$ cat config.mk
export PLATFORM = sky130hd
export DESIGN_NAME = s2a_conv
export DESIGN_NICKNAME = d
export VERILOG_FILES = /design/src/rtl/s2a_pkg.sv /design/src/rtl/s2a_deframe.sv /design/src/rtl/s2a_fifo.sv /design/src/rtl/s2a_serial.sv /design/src/rtl/s2a_conv.sv
export SDC_FILE = /design/constraint.sdc
export NUM_CORES = 1
export LEC_CHECK = 0
export BUFFER_PORTS_ARGS = -buffer_cell sky130_fd_sc_hd__buf_2
export CAP_MARGIN = 40
export CORE_MARGIN = 3
export CORE_UTILIZATION = 55
export CTS_CLUSTER_SIZE = 30
export DETAILED_ROUTE_END_ITERATION = 10
export GPL_TIMING_DRIVEN = 0
export PLACE_DENSITY = 0.68
export SYNTH_ARGS = -nofsm -noshare
export SYNTH_HDL_FRONTEND = slang
export SYNTH_SLANG_ARGS = --single-unit
$ cat constraint.sdc
create_clock -name clk -period 3 [get_ports clk]
set_clock_uncertainty 0.05 [all_clocks]
set_input_delay 0 -clock clk [delete_from_list [all_inputs] [get_ports clk]]
set_output_delay 0 -clock clk [all_outputs]
set_load 0.02 [all_outputs]
$ cat src/rtl/s2a_pkg.sv
package s2a_pkg;
   localparam int unsigned PAY_MAX = 9;

   typedef enum logic [1:0] {
      CHR_9  = 2'd0,
      CHR_10 = 2'd1,
      CHR_11 = 2'd2,
      CHR_RS = 2'd3
   } chr_len_e;

   typedef enum logic [1:0] {
      TX_IDLE,
      TX_START,
      TX_DATA,
      TX_STOP
   } tx_state_e;

   function automatic logic [3:0] pay_bits(input logic [1:0] sel);
      case (sel)
         CHR_9:   pay_bits = 4'd7;
         CHR_11:  pay_bits = 4'd9;
         default: pay_bits = 4'd8;
      endcase
   endfunction
endpackage

$ cat src/rtl/s2a_deframe.sv
module s2a_deframe
   import s2a_pkg::*;
#(
   parameter int unsigned PW = PAY_MAX
) (
   input  logic          clk,
   input  logic          rst_n,
   input  logic          sync_ok,
   input  logic          bit_i,
   input  logic          bit_vld,
   input  logic [1:0]    len_sel,
   output logic          chr_vld,
   output logic [PW-1:0] chr_data
);
   logic          armed;
   logic          busy;
   logic [3:0]    idx;
   logic [PW-1:0] shreg;
   logic [3:0]    nb;

   assign nb = pay_bits(len_sel);

   always_ff @(posedge clk) begin
      if (!rst_n) begin
         armed    <= 1'b0;
         busy     <= 1'b0;
         idx      <= '0;
         shreg    <= '0;
         chr_vld  <= 1'b0;
         chr_data <= '0;
      end else begin
         chr_vld <= 1'b0;
         if (!sync_ok) begin
            armed <= 1'b0;
            busy  <= 1'b0;
         end else if (bit_vld) begin
            if (!busy) begin
               if (bit_i) begin
                  armed <= 1'b1;
               end else if (armed) begin
                  busy  <= 1'b1;
                  idx   <= '0;
                  shreg <= '0;
               end
            end else if (idx == nb) begin
               busy  <= 1'b0;
               armed <= bit_i;
               if (bit_i) begin
                  chr_vld  <= 1'b1;
                  chr_data <= shreg;
               end
            end else begin
               shreg[idx] <= bit_i;
               idx        <= idx + 4'd1;
            end
         end
      end
   end


   stop_mark_chk: assert property (@(posedge clk) disable iff (!rst_n)
      chr_vld |-> ($past(bit_vld) && $past(bit_i) && $past(sync_ok)));
endmodule

$ cat src/rtl/s2a_fifo.sv
module s2a_fifo #(
   parameter int unsigned W     = 9,
   parameter int unsigned DEPTH = 8
) (
   input  logic                         clk,
   input  logic                         rst_n,
   input  logic                         flush,
   input  logic                         push,
   input  logic [W-1:0]                 din,
   input  logic                         pop,
   output logic [W-1:0]                 dout,
   output logic [$clog2(DEPTH+1)-1:0]   count,
   output logic                         full,
   output logic                         drop
);
   localparam int unsigned AW = (DEPTH > 1) ? $clog2(DEPTH) : 1;
   localparam int unsigned CW = $clog2(DEPTH + 1);
   localparam bit          POW2 = (DEPTH == (1 << AW));

   logic [W-1:0]  mem [DEPTH];
   logic [AW-1:0] wp, rp, wp_nx, rp_nx;
   logic          do_wr, do_rd;

   assign full  = (count == CW'(DEPTH));
   assign do_wr = push && !full && !flush;
   assign do_rd = pop && (count != '0) && !flush;
   assign drop  = push && full && !flush;
   assign dout  = mem[rp];

   generate
      if (POW2) begin : g_wrap_nat
         assign wp_nx = wp + AW'(1);
         assign rp_nx = rp + AW'(1);
      end else begin : g_wrap_cmp
         assign wp_nx = (wp == AW'(DEPTH - 1)) ? '0 : wp + AW'(1);
         assign rp_nx = (rp == AW'(DEPTH - 1)) ? '0 : rp + AW'(1);
      end
   endgenerate

   always_ff @(posedge clk) begin
      if (do_wr) mem[wp] <= din;
   end

   always_ff @(posedge clk) begin
      if (!rst_n || flush) begin
         wp    <= '0;
         rp    <= '0;
         count <= '0;
      end else begin
         if (do_wr) wp <= wp_nx;
         if (do_rd) rp <= rp_nx;
         count <= count + CW'(do_wr) - CW'(do_rd);
      end
   end


   overflow_hold_chk: assert property (@(posedge clk) disable iff (!rst_n)
      (push && full && !pop && !flush) |=> (count == CW'(DEPTH)));

   flush_empty_chk: assert property (@(posedge clk) disable iff (!rst_n)
      flush |=> (count == '0));
endmodule

$ cat src/rtl/s2a_serial.sv
module s2a_serial
   import s2a_pkg::*;
#(
   parameter int unsigned PW          = PAY_MAX,
   parameter int unsigned CW          = 4,
   parameter int unsigned TICKS       = 16,
   parameter int unsigned SHORT_TICKS = 12,
   parameter int unsigned HI_WATER    = 4
) (
   input  logic          clk,
   input  logic          rst_n,
   input  logic          sync_ok,
   input  logic          baud_en,
   input  logic [1:0]    len_sel,
   input  logic          buf_empty,
   input  logic [PW-1:0] buf_data,
   input  logic [CW-1:0] fill,
   output logic          pop,
   output logic          txd,
   output logic          stop_short
);
   localparam int unsigned TW = $clog2(TICKS);

   tx_state_e     st;
   logic [TW-1:0] tick;
   logic [3:0]    idx;
   logic [3:0]    nb_q;
   logic [PW-1:0] shreg;
   logic          short_q;
   logic          bit_end;
   logic [TW-1:0] stop_last;

   assign pop        = (st == TX_IDLE) && sync_ok && !buf_empty;
   assign stop_last  = short_q ? TW'(SHORT_TICKS - 1) : TW'(TICKS - 1);
   assign bit_end    = baud_en && (tick == ((st == TX_STOP) ? stop_last : TW'(TICKS - 1)));
   assign stop_short = (st == TX_STOP) && short_q;

   always_ff @(posedge clk) begin
      if (!rst_n || !sync_ok) begin
         st      <= TX_IDLE;
         txd     <= 1'b1;
         tick    <= '0;
         idx     <= '0;
         nb_q    <= '0;
         shreg   <= '0;
         short_q <= 1'b0;
      end else begin
         if (baud_en && st != TX_IDLE) tick <= bit_end ? '0 : tick + TW'(1);
         case (st)
            TX_IDLE: begin
               txd <= 1'b1;
               if (pop) begin
                  shreg <= buf_data;
                  nb_q  <= pay_bits(len_sel);
                  tick  <= '0;
                  txd   <= 1'b0;
                  st    <= TX_START;
               end
            end
            TX_START: if (bit_end) begin
               idx <= '0;
               txd <= shreg[0];
               st  <= TX_DATA;
            end
            TX_DATA: if (bit_end) begin
               if (idx == nb_q - 4'd1) begin
                  txd     <= 1'b1;
                  short_q <= (fill > CW'(HI_WATER));
                  st      <= TX_STOP;
               end else begin
                  idx   <= idx + 4'd1;
                  txd   <= shreg[1];
                  shreg <= shreg >> 1;
               end
            end
            default: if (bit_end) begin
               short_q <= 1'b0;
               st      <= TX_IDLE;
            end
         endcase
      end
   end


   sync_mark_chk: assert property (@(posedge clk) disable iff (!rst_n)
      !sync_ok |=> txd);

   idle_mark_chk: assert property (@(posedge clk) disable iff (!rst_n)
      (st == TX_IDLE && !$past(pop)) |-> txd);

   pop_guard_chk: assert property (@(posedge clk) disable iff (!rst_n)
      pop |-> !buf_empty);
endmodule

$ cat src/rtl/s2a_conv.sv
module s2a_conv
   import s2a_pkg::*;
#(
   parameter int unsigned DEPTH       = 8,
   parameter int unsigned HI_WATER    = 4,
   parameter int unsigned TICKS       = 16,
   parameter int unsigned SHORT_TICKS = 12
) (
   input  logic       clk,
   input  logic       rst_n,
   input  logic       sync_ok,
   input  logic       sd_bit,
   input  logic       sd_valid,
   input  logic       baud_en,
   input  logic [1:0] len_sel,
   output logic       txd,
   output logic       buf_hi,
   output logic       stop_short,
   output logic       ovr
);
   localparam int unsigned PW = PAY_MAX;
   localparam int unsigned CW = $clog2(DEPTH + 1);

   generate
      if (DEPTH < 2) begin : g_bad_depth
         $error("DEPTH must be at least 2");
      end
      if (HI_WATER >= DEPTH) begin : g_bad_hw
         $error("HI_WATER must be below DEPTH");
      end
      if (SHORT_TICKS == 0 || SHORT_TICKS >= TICKS) begin : g_bad_short
         $error("SHORT_TICKS must lie in 1..TICKS-1");
      end
      if (TICKS != (1 << $clog2(TICKS))) begin : g_bad_ticks
         $error("TICKS must be a power of two");
      end
   endgenerate

   logic          chr_vld;
   logic [PW-1:0] chr_data;
   logic [PW-1:0] buf_data;
   logic [CW-1:0] fill;
   logic          buf_full;
   logic          drop;
   logic          pop;

   s2a_deframe #(.PW(PW)) u_deframe (
      .clk      (clk),
      .rst_n    (rst_n),
      .sync_ok  (sync_ok),
      .bit_i    (sd_bit),
      .bit_vld  (sd_valid),
      .len_sel  (len_sel),
      .chr_vld  (chr_vld),
      .chr_data (chr_data)
   );

   s2a_fifo #(.W(PW), .DEPTH(DEPTH)) u_fifo (
      .clk   (clk),
      .rst_n (rst_n),
      .flush (!sync_ok),
      .push  (chr_vld),
      .din   (chr_data),
      .pop   (pop),
      .dout  (buf_data),
      .count (fill),
      .full  (buf_full),
      .drop  (drop)
   );

   s2a_serial #(
      .PW(PW), .CW(CW), .TICKS(TICKS),
      .SHORT_TICKS(SHORT_TICKS), .HI_WATER(HI_WATER)
   ) u_serial (
      .clk        (clk),
      .rst_n      (rst_n),
      .sync_ok    (sync_ok),
      .baud_en    (baud_en),
      .len_sel    (len_sel),
      .buf_empty  (fill == '0),
      .buf_data   (buf_data),
      .fill       (fill),
      .pop        (pop),
      .txd        (txd),
      .stop_short (stop_short)
   );

   assign buf_hi = (fill > CW'(HI_WATER));

   always_ff @(posedge clk) begin
      if (!rst_n) ovr <= 1'b0;
      else        ovr <= drop;
   end


   ovr_pulse_chk: assert property (@(posedge clk) disable iff (!rst_n)
      ovr |-> $past(buf_full));
endmodule

==> impl_metrics.yaml, run 1 <==
sta:
  setup_violations: 0
  worst_pin_slew_ps: 896
  hold_viol: 0
  rsz0062_at_grt: "false"
  period_share: 0.920
  whs_ps: 34.7
  period_needed_ps: 2760
  fin_tns_setup_ps: 0
  clock.fmax_ghz: 0.362
  relSlewSlack: 0.399
  maxSlewViolCount: 0
clock_network:
  clock_latency_ps: 530
  cts_root_buffer: "clkbuf_8"
  cts_buffer_depth: 2
  numCtsBuffers: 17
  clkSinkCount: 135
  h-tree-depth: 4
  path_clk_slew_ps: 60
  cts_tree: "built"
power_and_ir_drop:
  pwr_density_cell_nw_per_um2: 667
  p_leak_nw: 2.56
  vdd_drop_max_mv: 0.448
routing:
  drc: 0
  routed_via_density: 5.81
  drt_wl_total_um: 12400
  dr.pass1.iters: 5
  wire_per_inst_um: 18.1
  first_iter_violations: 241
  ant_nets: 0
  via_count: 3969
critical_path:
  required_ps: 3370
  start_kind: "flip-flop"
  startpoint: "u_fifo.count[2]"
  reg2reg_from: "u_fifo.count[2]"
  r2r_setup_slack_ps: 240
  crit_fanout: 7
  path_class: "reg2reg"
  endpoint: "u_fifo.count[1]"
  cp-end-kind: "flip-flop"
  critPathArrivalTime_ps: 3130
  r2r_cells: 10
  r2r_end: "u_fifo.count[1]"
logic_synthesis:
  netlist-cell-type-count: 59
  yosysSeqAreaShare: 0.580
  syn_area_um2: 5900
  synth_nets: 520
  syn_inst: 490
  synth.ff_latch_count: 135
  synth_edf_count: 72
  syn_area_per_cell_um2: 12.0
  synthArstFlopShare: 0
  ys.flop_type: "edfxtp_1"
  yosys_warnings: 0
finish:
  fin_util: 0.661
  final_cell_area_um2: 6850
  area_growth_pct: 16.2
  fill_cells: 777
  layout_commonest_cell: "edfxtp_1"
  nets: 564
  drive_gt1_frac: 0.155
  antennaDiodeCount: 0
  final_cell_mix: "edfxtp_1 (72), dfxtp_1 (63), nand2_1 (50)"
floorplanning:
  fp.dieW_um: 110
  chipHeight_um: 110
  initial_core_util: 0.569
  num_rows: 37
  die-area_um2: 12000
  core_area_um2: 10400
  num_io_pins: 12
placement:
  numPortBuffers: 10
  dp_hpwl_um: 8300
  place_area_um2: 6190
  routabilityCongestion: 0.851
global_route:
  grt.overflow.total: 0
  grt_pass1_wl_um: 20500
  antenna_found_initial: 0
  grt_max_degree: 17
  track_usage: 0.233
  grt_pass1_vias: 3906
min_path:
  holdCritPathClass: "in2reg"
  min_path_cells: 5
flow_run:
  drv_cap: 0
run_status:
  status: "finished clean"
[routing by layer]
metal  vias to the layer above  global-route usage  part of all wire
li1                       1911                   -                 -
met1                      1942               0.309              0.44
met2                        92               0.366              0.49
met3                        24              0.0552             0.044
met4                         0               0.102             0.021
met5                         -                   0                 0
[registers in the layout, summed over array words and instances (netlist names), named ones only]
| signal | flops |
|---|---|
| ovr | 1 |
| u_deframe.armed | 1 |
| u_deframe.busy | 1 |
| u_deframe.chr_data | 9 |
| u_deframe.chr_vld | 1 |
| u_deframe.idx | 4 |
| u_deframe.shreg | 9 |
| u_fifo.count | 4 |
| u_fifo.mem | 72 |
| u_fifo.rp | 3 |
| u_fifo.wp | 3 |
| u_serial.idx | 4 |
| u_serial.nb_q | 3 |
| u_serial.short_q | 1 |
| u_serial.shreg | 9 |
| u_serial.st | 2 |
| u_serial.tick | 4 |
| u_serial.txd | 1 |
[what timing repair did]
action                    4_1_cts  5_1_grt
buffers inserted                0        0
hold buffers                    9        0
hold endpoints to repair       23        0
resized for setup               0        0
[area by class of cell]
type / count / area [µm²] / area share
Sequential cell: 135 / 3420 / 0.499
Inverter: 14 / 52.6 / 0.00767
Clock buffer: 17 / 414 / 0.0604
Tap cell: 136 / 170 / 0.0248
Buffer: 24 / 109 / 0.0159
Multi-Input combinational cell: 317 / 2340 / 0.342
Timing Repair Buffer: 25 / 189 / 0.0276
Clock inverter: 15 / 155 / 0.0226
[worst min path at each step]
stage,start,endpoint
2_1_floorplan,len_sel[1],u_serial.nb_q[3]
3_3_place_gp,len_sel[1],u_serial.nb_q[3]
3_5_place_dp,sd_bit,u_deframe.shreg[8]
4_1_cts,sync_ok,u_deframe.idx[2]
5_1_grt,sync_ok,u_fifo.count[1]
6_report,sync_ok,u_deframe.idx[2]
[critical path: stages (launching register included)]
cell and delay, ps:
dfxtp_1 340, inv_1 80, ha_1 190, or3b_1 150
clkbuf_1 250, nand3_1 320, or2_2 420, nand2_1 70
ha_1 170, fa_1 420, and3_1 190
[synthesized netlist by cell type (2+ instances only)]
cell / number / area share
edfxtp_1: 72 / 0.37
dfxtp_1: 63 / 0.21
nand2_1: 50 / 0.032
nor2_1: 35 / 0.022
a21oi_1: 30 / 0.025
ha_1: 21 / 0.045
o21ai_0: 21 / 0.018
nor3_1: 20 / 0.017
nand3_1: 19 / 0.016
clkbuf_1: 18 / 0.011
mux4_2: 18 / 0.069
mux2i_1: 16 / 0.027
inv_1: 14 / 0.0089
a31oi_1: 8 / 0.0085
o21ai_1: 8 / 0.0068
nand4_1: 6 / 0.0064
xor2_1: 6 / 0.0089
and3_1: 4 / 0.0042
xnor2_1: 4 / 0.0059
a211oi_1: 3 / 0.0038
and2_1: 3 / 0.0032
buf_2: 3 / 0.0025
nand2b_1: 3 / 0.0032
or3_1: 3 / 0.0032
a21o_1: 2 / 0.0025
a31o_2: 2 / 0.0030
buf_6: 2 / 0.0038
nand3b_1: 2 / 0.0025
nand4bb_1: 2 / 0.0038
nor2b_1: 2 / 0.0021
o32ai_1: 2 / 0.0030
[where the power goes]
part           switching (mW)  total, mW  internal [mW]
logic                   0.342      0.597          0.256
registers              0.0277       1.99           1.96
clock network           0.798       1.98           1.18
[logic make-up (layout without fill, tap and decap cells)]
| family | count (synthesis) | count (layout) | share of synthesized area |
|---|---|---|---|
| and+or+nand+nor | 157 | 157 | 0.128 |
| DFF | 135 | 135 | 0.580 |
| AOI/OAI and AO/OA | 92 | 92 | 0.100 |
| buffers and inverters | 38 | 95 | 0.0274 |
| muxes | 35 | 35 | 0.0978 |
| adders and majority gates | 22 | 22 | 0.0479 |
| xor gates and xnor gates | 11 | 11 | 0.0187 |
[through the flow]
stage	std cells	total power, mW	setup WS [ps]
detailed placement	642	2.62	294
global placement	636	2.61	-208
floorplan	490	2.49	607
global route	683	4.76	57.7
finish	683	4.57	239
CTS	683	4.61	246
(Power assumes the default switching activity.)
==> run 2: changes to the inputs <==
PLACE_DENSITY = 0.8   (was 0.68)
==> run 2 against run 1 <==
Net effect:
- via count up 4.4%
- register-to-register slack gained 20 ps
- cell count grew 0.29%
- die area unchanged
- worst setup slack improved by 24 ps
- sequential power barely moved
- highest routed layer unchanged
- sequential cell count stayed put
- count of clock-buffer cells in the layout up 7
- first-iteration DRC count is 37% higher
==> impl_metrics.yaml, run 2 (synthesis gave the netlist of run 1 again) <==
run_status:
  status: "finished clean"
sta:
  rsz0062_at_grt: "false"
  setup_violations: 0
  period_share: 0.912
  fin_tns_setup_ps: 0
  relSlewSlack: 0.464
  hold_viol: 0
  worst_pin_slew_ps: 805
  period_needed_ps: 2740
  clock.fmax_ghz: 0.365
  maxSlewViolCount: 0
critical_path:
  cpMaxStageDelayCell: "or2_2"
  path_class: "reg2reg"
  cp_cell_sequence: "inv_1 > ha_1 > or3b_1 > clkbuf_1 > nand3_1 > or2_2 > nand2_1 > ha_1 > fa_1 > and3_1"
  path_common_cell: "ha_1"
  r2r_end: "u_fifo.count[1]"
  critical_path.max_stage_delay_ps: 420
  reg2reg_from: "u_fifo.count[3]"
  r2r_setup_slack_ps: 260
  critical_path.top_delay_family: "simple AND/OR/NAND/NOR gates"
  r2r_cells: 10
  required_ps: 3360
  critPathArrivalTime_ps: 3100
  path_buf_inv: 2
  cp-end-kind: "flip-flop"
  start_kind: "flip-flop"
  crit_fanout: 7
finish:
  antennaDiodeCount: 0
  layout_commonest_cell: "edfxtp_1"
  largest_reg_flops: 72
  regMostFlops: "u_fifo.mem"
  final_cell_mix: "edfxtp_1 (72), dfxtp_1 (63), nand2_1 (50)"
  drive_gt1_frac: 0.149
  fin_util: 0.664
  area_growth_pct: 16.6
  final_cell_area_um2: 6880
  nets: 566
global_route:
  grt_max_degree: 17
  track_usage: 0.231
  grt.overflow.total: 0
  grt_pass1_wl_um: 20600
  grt_pass1_vias: 4136
  antenna_found_initial: 0
clock_network:
  cts_tree: "built"
  clkSinkCount: 135
  numCtsBuffers: 17
  h-tree-depth: 4
  cts_root_buffer: "clkbuf_8"
  clock_latency_ps: 530
  cts_buffer_depth: 2
  path_clk_slew_ps: 60
min_path:
  hold_end: "u_deframe.idx[2]"
  min_path_cells: 5
  hp-start: "sync_ok"
  holdCritPathClass: "in2reg"
flow_run:
  drv_cap: 0
floorplanning:
  fp.dieW_um: 110
  initial_core_util: 0.569
  num_io_pins: 12
  die-area_um2: 12000
  chipHeight_um: 110
  core_area_um2: 10400
  num_rows: 37
placement:
  routabilityCongestion: 0.895
  place_area_um2: 6200
  dp_hpwl_um: 8310
  numPortBuffers: 10
power_and_ir_drop:
  vdd_drop_max_mv: 0.429
  pwr_density_cell_nw_per_um2: 678
  p_leak_nw: 2.57
routing:
  ant_nets: 0
  wl_met3_um: 725
  first_iter_violations: 330
  routed.top_layer: "met4"
  drc: 0
  wire_per_inst_um: 18.8
  drt_wl_total_um: 12900
  routed_via_density: 6.05
  dr.pass1.iters: 5
  via_count: 4145
  dr_wl_met2_um: 6480
  drt-met1-wl_um: 5180
## run 2: cell types whose count changed in the layout (fill, tap and decap cells not counted), sizes merged
cell	delta
buf	+2
inv	-1
clkbuf	+7
bufinv	+1
clkinv	-7
## run 2: power breakdown
part	switching [mW]	total [mW]	internal (mW)
clock	0.745	2.06	1.32
sequential	0.0257	1.99	1.96
combinational	0.356	0.611	0.255
## run 2: layout make-up
| type | instances | area [µm²] |
|---|---|---|
| clock inverters | 8 | 124 |
| inverters | 14 | 52.6 |
| fillers | 741 | 3490 |
| multi-input cells | 317 | 2340 |
| well taps | 136 | 170 |
| clock buffers | 24 | 462 |
| repair buffers | 27 | 200 |
| flip-flops and latches | 135 | 3420 |
| plain buffers | 24 | 109 |
## run 2: worst max path at each step
stage               startpoint  slack, ps          endpoint  cells past startpoint
5_1_grt        u_fifo.count[3]         40   u_fifo.count[1]                     10
4_1_cts        u_fifo.count[3]        260   u_fifo.count[1]                     10
3_3_place_gp   u_fifo.count[2]        -50  u_fifo.mem[0][4]                      5
6_report       u_fifo.count[3]        260   u_fifo.count[1]                     10
2_1_floorplan  u_fifo.count[2]        610   u_fifo.count[1]                     10
3_5_place_dp   u_fifo.count[2]        290   u_fifo.count[1]                     10
## run 2: worst register-to-register path, stage by stage, from the launching register on
cell      delay, ps
dfxtp_1         360
inv_1            80
ha_1            170
or3b_1          160
clkbuf_1        250
nand3_1         300
or2_2           420
nand2_1          80
ha_1            180
fa_1            410
and3_1          190
## run 2: routing by layer
metal / global-route usage / vias to the layer above
li1: - / 1916
met1: 0.278 / 2004
met2: 0.383 / 181
met3: 0.0552 / 44
met4: 0.129 / 0
met5: 0 / -
## run 2: through the flow
stage	power [mW]	worst slack [ps]	cells	hold WS (ps)
5_1_grt	4.83	44.9	685	92.7
2_1_floorplan	2.49	607	490	124
3_5_place_dp	2.62	288	643	302
3_3_place_gp	2.60	-50.3	636	293
6_report	4.66	263	685	44.4
4_1_cts	4.67	259	684	14.2
## run 2: repair_timing
action,4_1_cts,5_1_grt
hold endpoints to repair,25,0
hold buffers,9,0
buffers inserted,0,0
gates resized for setup,0,0
==> run 3: changes to the inputs <==
REMOVE_ABC_BUFFERS = 1   (was not set)
==> run 3 against run 2 <==
Net effect:
- final area fell by 0.24%
- hold slack improved by 310 ps
- critical path depth fell by 1
- maximum frequency fell by 0.80%
- core utilization fell by 0.16 points
- combinational power rose by 1%
- clock power barely moved
- sequential share of layout area rose by 0.12 points
- sequential power barely moved
- die area did not move
- power rose by 1.1%
- via count fell by 4.1%
- critical path type unchanged
- largest cell class unchanged
- highest routed layer unchanged
==> impl_metrics.yaml, run 3 (synthesis gave the netlist of run 1 again) <==
run_status:
  status: "finished clean"
routing:
  ant_nets: 0
  drc: 0
  drt_wl_total_um: 12100
  dr.pass1.iters: 6
  routed_via_density: 5.97
  wire_per_inst_um: 18.1
  first_iter_violations: 239
  via_count: 3973
power_and_ir_drop:
  p_leak_nw: 2.57
  pwr_density_cell_nw_per_um2: 687
  fin_total_pwr_mw: 4.71
  vdd_drop_max_mv: 0.426
sta:
  clock.fmax_ghz: 0.362
  fin_tns_setup_ps: 0
  relSlewSlack: 0.412
  period_needed_ps: 2760
  worst_pin_slew_ps: 877
  hold_viol: 0
  setup_violations: 0
  maxSlewViolCount: 0
  rsz0062_at_grt: "false"
  period_share: 0.920
critical_path:
  critical_path.max_stage_delay_ps: 550
  critPathArrivalTime_ps: 3120
  path_buf_inv: 2
  critical_path.top_delay_family: "simple AND/OR/NAND/NOR gates"
  start_kind: "flip-flop"
  cp-end-kind: "flip-flop"
  cpMaxStageDelayCell: "dlygate4sd3_1"
  crit_fanout: 7
  path_common_cell: "ha_1"
  path_class: "reg2reg"
  cp_cell_sequence: "inv_1 > ha_1 > or3b_1 > nand3_1 > or2_2 > nand2_1 > ha_1 > and3_1 > dlygate4sd3_1"
  required_ps: 3360
floorplanning:
  die-area_um2: 12000
  initial_core_util: 0.569
  num_rows: 37
  core_area_um2: 10400
  num_io_pins: 12
  fp.dieW_um: 110
  chipHeight_um: 110
clock_network:
  clkSinkCount: 135
  cts_root_buffer: "clkbuf_8"
  clock_latency_ps: 530
  numCtsBuffers: 17
  cts_tree: "built"
  path_clk_slew_ps: 60
  cts_buffer_depth: 2
  h-tree-depth: 4
finish:
  drive_gt1_frac: 0.160
  finalNonFillerCells: 666
  layout_commonest_cell: "edfxtp_1"
  fin_util: 0.662
  regMostFlops: "u_fifo.mem"
  final_cell_area_um2: 6870
  largest_reg_flops: 72
  antennaDiodeCount: 0
  area_growth_pct: 16.4
  nets: 547
  final_cell_mix: "edfxtp_1 (72), dfxtp_1 (63), nand2_1 (50)"
global_route:
  grt.overflow.total: 0
  grt_pass1_wl_um: 19400
  antenna_found_initial: 0
  track_usage: 0.216
  grt_max_degree: 26
  grt_pass1_vias: 3971
placement:
  numPortBuffers: 11
  routabilityCongestion: 0.844
  place_area_um2: 6140
  dp_hpwl_um: 7870
  dp_cells: 622
flow_run:
  drv_cap: 0
min_path:
  holdCritPathClass: "in2reg"
==> run 3: cell types whose count changed in the layout (fill, tap and decap cells not counted), moves of 2 or more <==
cell | previous run | this run
clkbuf_8 | 1 | 3
buf_2 | 13 | 11
dlygate4sd3_1 | 9 | 11
clkbuf_1 | 24 | 0
clkinv_4 | 0 | 3
buf_6 | 2 | 0
clkinv_1 | 0 | 2
==> run 3: layout make-up <==
cell class	instances	area, µm²
sequential	135	3420
clock inverter	13	154
clock buffer	19	442
fill	733	3500
inverter	14	52.6
timing repair buffer	32	280
tap	136	170
multi-input combinational	317	2340
==> run 3: path summary, 6_finish.rpt <==
kind	to	slack [ps]	startpoint	cells after the start
setup reg to reg	u_fifo.count[0]	240	u_fifo.count[3]	9
hold reg to reg	ovr	390	u_deframe.chr_vld	2
setup / recovery	u_fifo.count[0]	240	u_fifo.count[3]	9
hold / removal	u_serial.tick[0]	350	baud_en	5
==> run 3: per-stage QoR <==
step | hold slack, ps | setup slack (ps)
after floorplan | 88.7 | 664
after CTS | 335 | 60.7
after global placement | 292 | -9.77
after detailed placement | 308 | 83.6
after global routing | 363 | 90.8
final | 351 | 241
==> run 3: worst reg2reg max path, stage by stage, from the launching register on <==
cell           delay, ps
dfxtp_1              370
inv_1                 80
ha_1                 170
or3b_1               290
nand3_1              280
or2_2                410
nand2_1               70
ha_1                 220
and3_1               180
dlygate4sd3_1        550
==> run 3: timing repair <==
| action | in CTS | in global routing |
|---|---|---|
| setup endpoints to repair | 0 | 10 |
| hold endpoints to repair | 29 | 0 |
| resized for setup | 0 | 1 |
| buffers inserted | 0 | 1 |
| hold buffers | 11 | 0 |
==> run 3: per-layer routing <==
layer,GRT usage,vias up,part of all wire
met5,0,-,0
met4,0.0962,0,0.022
met3,0.0458,23,0.041
met2,0.364,120,0.51
met1,0.269,1951,0.43
li1,-,1879,-
==> run 3: where the power goes <==
part	switching, mW	total [mW]	internal (mW)
sequential	0.0571	2.02	1.96
combinational	0.333	0.620	0.287
clock	0.769	2.07	1.30
total	1.16	4.71	3.55
